**src/rtl/tgt_addr_squeeze.sv**
```systemverilog
module tgt_addr_squeeze #(
  parameter int AW    = 64,
  parameter int BAR_W = 3,
  parameter int EXP_W = 6
) (
  input  logic             clk,
  input  logic             rst_n,
  input  logic             req_i,
  input  logic [AW-1:0]    addr_i,
  input  logic [BAR_W-1:0] bar_i,
  input  logic [EXP_W-1:0] pg_exp_i,
  input  logic             hold_en_i,
  output logic             treq_o,
  output logic             wd_upper_o,
  output logic             wd_last_o,
  output logic [AW/2-1:0]  wd_data_o,
  output logic [BAR_W-1:0] bar_o,
  output logic [AW-1:0]    rx_off_o,
  output logic             rx_done_o
);
  localparam int WW = AW / 2;
  localparam logic [1:0] S_IDLE = 2'd0, S_HI = 2'd1, S_LO = 2'd2;

  logic [1:0]    st;
  logic [AW-1:0] off_q, hold_q;
  logic [WW-1:0] rx_hi;
  logic          rx_got;

  logic [AW-1:0] off_c;
  logic          accept, send_hi;
  logic [WW-1:0] rx_up;

  assign off_c   = addr_i & ~({AW{1'b1}} << pg_exp_i);
  assign accept  = req_i && (st == S_IDLE);
  assign send_hi = hold_en_i ? (off_c[AW-1:WW] != hold_q[AW-1:WW])
                             : (pg_exp_i > EXP_W'(WW));

  assign treq_o     = (st != S_IDLE);
  assign wd_upper_o = (st == S_HI);
  assign wd_last_o  = (st == S_LO);
  assign wd_data_o  = (st == S_HI) ? off_q[AW-1:WW] : off_q[WW-1:0];

  always_ff @(posedge clk) begin
    if (!rst_n) begin
      st     <= S_IDLE;
      off_q  <= '0;
      hold_q <= '0;
      bar_o  <= '0;
    end else begin
      case (st)
        S_IDLE: if (accept) begin
          off_q  <= off_c;
          hold_q <= off_c;
          bar_o  <= bar_i;
          st     <= send_hi ? S_HI : S_LO;
        end
        S_HI:    st <= S_LO;
        default: st <= S_IDLE;
      endcase
    end
  end

  assign rx_up = (rx_got || hold_en_i) ? rx_hi : '0;

  always_ff @(posedge clk) begin
    if (!rst_n) begin
      rx_hi     <= '0;
      rx_got    <= 1'b0;
      rx_off_o  <= '0;
      rx_done_o <= 1'b0;
    end else begin
      rx_done_o <= 1'b0;
      if (treq_o && wd_upper_o) begin
        rx_hi  <= wd_data_o;
        rx_got <= 1'b1;
      end else if (treq_o && wd_last_o) begin
        rx_off_o  <= {rx_up, wd_data_o};
        rx_hi     <= rx_up;
        rx_got    <= 1'b0;
        rx_done_o <= 1'b1;
      end
    end
  end
endmodule


```
**config.mk**
```make
export PLATFORM = sky130hd
export DESIGN_NAME = tgt_addr_squeeze
export DESIGN_NICKNAME = d
export VERILOG_FILES = /design/src/rtl/tgt_addr_squeeze.sv
export SDC_FILE = /design/constraint.sdc
export NUM_CORES = 1
export LEC_CHECK = 0
export BUFFER_PORTS_ARGS = -buffer_cell sky130_fd_sc_hd__buf_2
export CAP_MARGIN = 20
export CELL_PAD_IN_SITES_DETAIL_PLACEMENT = 0
export CELL_PAD_IN_SITES_GLOBAL_PLACEMENT = 1
export CORE_MARGIN = 2
export CORE_UTILIZATION = 40
export CTS_CLUSTER_SIZE = 28
export DETAILED_ROUTE_END_ITERATION = 7
export GPL_TIMING_DRIVEN = 1
export PLACE_DENSITY_LB_ADDON = 0.1
export SLEW_MARGIN = 10
export SYNTH_ARGS = -nofsm -noshare
export SYNTH_HDL_FRONTEND = slang
export SYNTH_SLANG_ARGS = --single-unit
```
**constraint.sdc**
```tcl
create_clock -name clk -period 2.5 [get_ports clk]
set_input_delay 0.25 -clock clk [delete_from_list [all_inputs] [get_ports clk]]
set_output_delay 0.25 -clock clk [all_outputs]
set_load 0.05 [all_outputs]
```
==> results.json <==
{
  "status": "completed",
  "place_inst": 1278,
  "gp_congestion": 0.848,
  "leakage_nw": 3.88,
  "vias": 6732,
  "hold_ws_ns": 0.0653,
  "synth_edf_count": 0,
  "p_comb_frac": 0.176,
  "internal-power_mw": 4.64,
  "ctsHtreeMaxLevel": 4,
  "worst_slack_ns": 0.287,
  "wire_per_inst_um": 18.1,
  "postLayoutCoreUtil": 0.500,
  "row_count": 51,
  "final_common_cell": "buf_2",
  "dieWidth_um": 144,
  "start_util": 0.406,
  "rsz0062_at_grt": "false",
  "drc_errors": 0,
  "critical_path.top_delay_family": "buffers and inverters",
  "portBuffers": 178,
  "clkLatencyLatePin_ns": 0.43,
  "critical_path_class": "reg2out",
  "area_delta_synth_final_pct": 23.1,
  "finalCritPeriodShare": 0.885,
  "ant_nets": 0,
  "p_seq_frac": 0.414,
  "maxCapViolations": 0,
  "critical-path-max-stage-delay_ns": 0.40,
  "grt_pass1_vias": 6393,
  "switching_share": 0.309,
  "synthCells": 883,
  "cts_hold_buffers": 0,
  "synth_warnings": 0,
  "synth_area_leaders": "dfxtp_1, nor2b_1, nand2_1",
  "overflow": 0,
  "firstDrtPassIters": 5,
  "io_pins": 180,
  "viasPerCell": 5.14,
  "final_cells": 1311,
  "coreArea_sq_um": 19300,
  "drive_above_1_share": 0.278,
  "die_area_sq_um": 20800,
  "yosysUniqueCellTypes": 64,
  "root_buffer": "clkbuf_16",
  "num-fill-cells": 1912,
  "setup_tns_ns": 0,
  "drt_iter0_markers": 424,
  "ys_seq_elements": 166,
  "cts_buffers": 17,
  "min_period_ns": 2.21,
  "syn_area_sq_um": 7850,
  "start_kind": "flip-flop",
  "ys_seq_area_frac": 0.423,
  "clk_pin_slew_ns": 0.07,
  "wl_met2_um": 10200,
  "grtUsageTotal": 0.232,
  "timing.fmax_mhz": 452,
  "hold_class": "in2reg",
  "syn_area_per_cell_sq_um": 8.89,
  "route.met3.wl_um": 901,
  "routed_wl_um": 23700,
  "finClkSkew_ns": 0.00901,
  "crit_chain": "inv_1 -> ha_2 -> buf_12 -> mux2_2 -> buf_2",
  "pwr-share-clk": 0.410,
  "tightest_slew_ns": 0.670,
  "syn_nets": 963,
  "grt_first_pass_wirelength_um": 36700,
  "path_max_fanout": 35,
  "critPathSlowestCell": "mux2_2",
  "final_cell_mix": "buf_2, dfxtp_1, nor2b_1, nand2_1, a21oi_1",
  "routed.top_layer": "met5",
  "crit_arrival_ns": 1.96,
  "preCtsSetupSlack_ns": 0.161,
  "path_buf_inv": 3,
  "ys.flop_type": "dfxtp_1",
  "hold_viol": 0,
  "antenna_found_initial": 2,
  "nets": 1112,
  "cts.sinks": 166,
  "die_h_um": 144,
  "switching_power_mw": 2.07,
  "finalSetupViolations": 0,
  "max_slew_margin": 0.553,
  "dpl.hpwl_um": 16500,
  "grt_max_degree": 71,
  "met1Wirelength_um": 12100,
  "ir_drop_uv": 459,
  "cts_tree": "yes",
  "worstPathRequired_ns": 2.25,
  "synth_top_area_cell": "dfxtp_1",
  "synth.top_cell.area_share": 0.423,
  "post-cts-setup-buffers": 0,
  "async_flop_share": 0,
  "post_cts_resized": 0,
  "ctsLongestPathBuffers": 2,
  "power_density_nw_per_um2": 694,
  "crit_path_end_kind": "output port",
  "finalMaxSlewViolations": 0
}
-- stage by stage --
step	instance area, sq um	total power, mW
6_report	9670	6.71
5_1_grt	9660	6.97
4_1_cts	9660	6.77
3_5_place_dp	9050	4.02
3_3_place_gp	9050	4.02
2_1_floorplan	7850	3.64
-- path summary, 6_finish.rpt --
path	start	endpoint	slack (ns)	cells past startpoint
min	bar_i[0]	bar_o[0]$_SDFFE_PN0P_	0.07	3
max reg2reg	st[0]$_SDFFE_PN0P_	hold_q[1]$_SDFFE_PN0P_	0.62	6
min reg2reg	hold_q[2]$_SDFFE_PN0P_	hold_q[2]$_SDFFE_PN0P_	0.46	2
max	st[1]$_SDFFE_PN0P_	wd_data_o[17]	0.29	5
-- logic make-up (layout without fill, tap and decap cells) --
kind of cell / Yosys count / count (layout) / synth area share
buffers and inverters: 84 / 246 / 0.0449
adders and majority gates: 3 / 3 / 0.00478
muxes: 63 / 63 / 0.0852
DFF: 166 / 166 / 0.423
other: 0 / 1 / 0
xor gates and xnor gates: 15 / 15 / 0.0167
AOI/OAI and AO/OA: 210 / 210 / 0.184
and+or+nand+nor: 342 / 342 / 0.241
-- per-layer routing --
| metal | up-vias | track usage |
|---|---|---|
| met4 | 2 | 0.0784 |
| met1 | 3156 | 0.342 |
| met3 | 28 | 0.0407 |
| met5 | - | 0 |
| li1 | 3390 | - |
| met2 | 156 | 0.342 |
-- state kept, by name, indices dropped and copies added, names as in the netlist --
register	count
rx_off_o	64
hold_q	63
rx_hi	32
bar_o	3
st	2
rx_done_o	1
rx_got	1
-- cells in the mapped netlist (all sizes together), types with 2 or more instances --
master and instances:
a2111oi 2, a211o 2, a211oi 2, a21boi 34, a21o 4, a21oi 49, a22oi 32, a31o 5
a31oi 5, and2 34, and3 5, and4 3, buf 21, clkbuf 55, dfxtp 166, ha 3
inv 8, mux2 31, mux2i 32, nand2 95, nand2b 5, nand3 19, nand4 15, nor2 5
nor2b 135, nor3 6, nor4 5, o2111ai 4, o211ai 15, o21a 5, o21ai 35, o21bai 2
o311ai 2, or2 3, or3 9, xnor2 12, xor2 3
-- layout make-up --
class / count / area, sq um / share of cell area
clock inverters: 15 / 185 / 0.0192
inverters: 8 / 30.0 / 0.00311
flip-flops and latches: 166 / 3320 / 0.344
well taps: 265 / 332 / 0.0343
multi-input cells: 633 / 4200 / 0.435
repair buffers: 206 / 1170 / 0.121
diodes: 1 / 2.50 / 0.000259
clock buffers: 17 / 425 / 0.0440
-- worst register-to-register path, cell delays in order (launching register included) --
cell,delay [ns]
dfxtp_1,0.34
inv_1,0.12
ha_1,0.27
and2_2,0.45
buf_4,0.30
o211ai_1,0.13
a21boi_0,0.19
-- power by group through the flow --
stage	registers, mW	clock network [mW]	logic (mW)
detailed placement	2.84	0	1.19
CTS	2.78	2.80	1.19
global placement	2.84	0	1.19
finish	2.78	2.75	1.18
global route	2.79	2.91	1.28
floorplan	2.88	0	0.761
No activity file was read; power rests on OpenSTA's default activity.
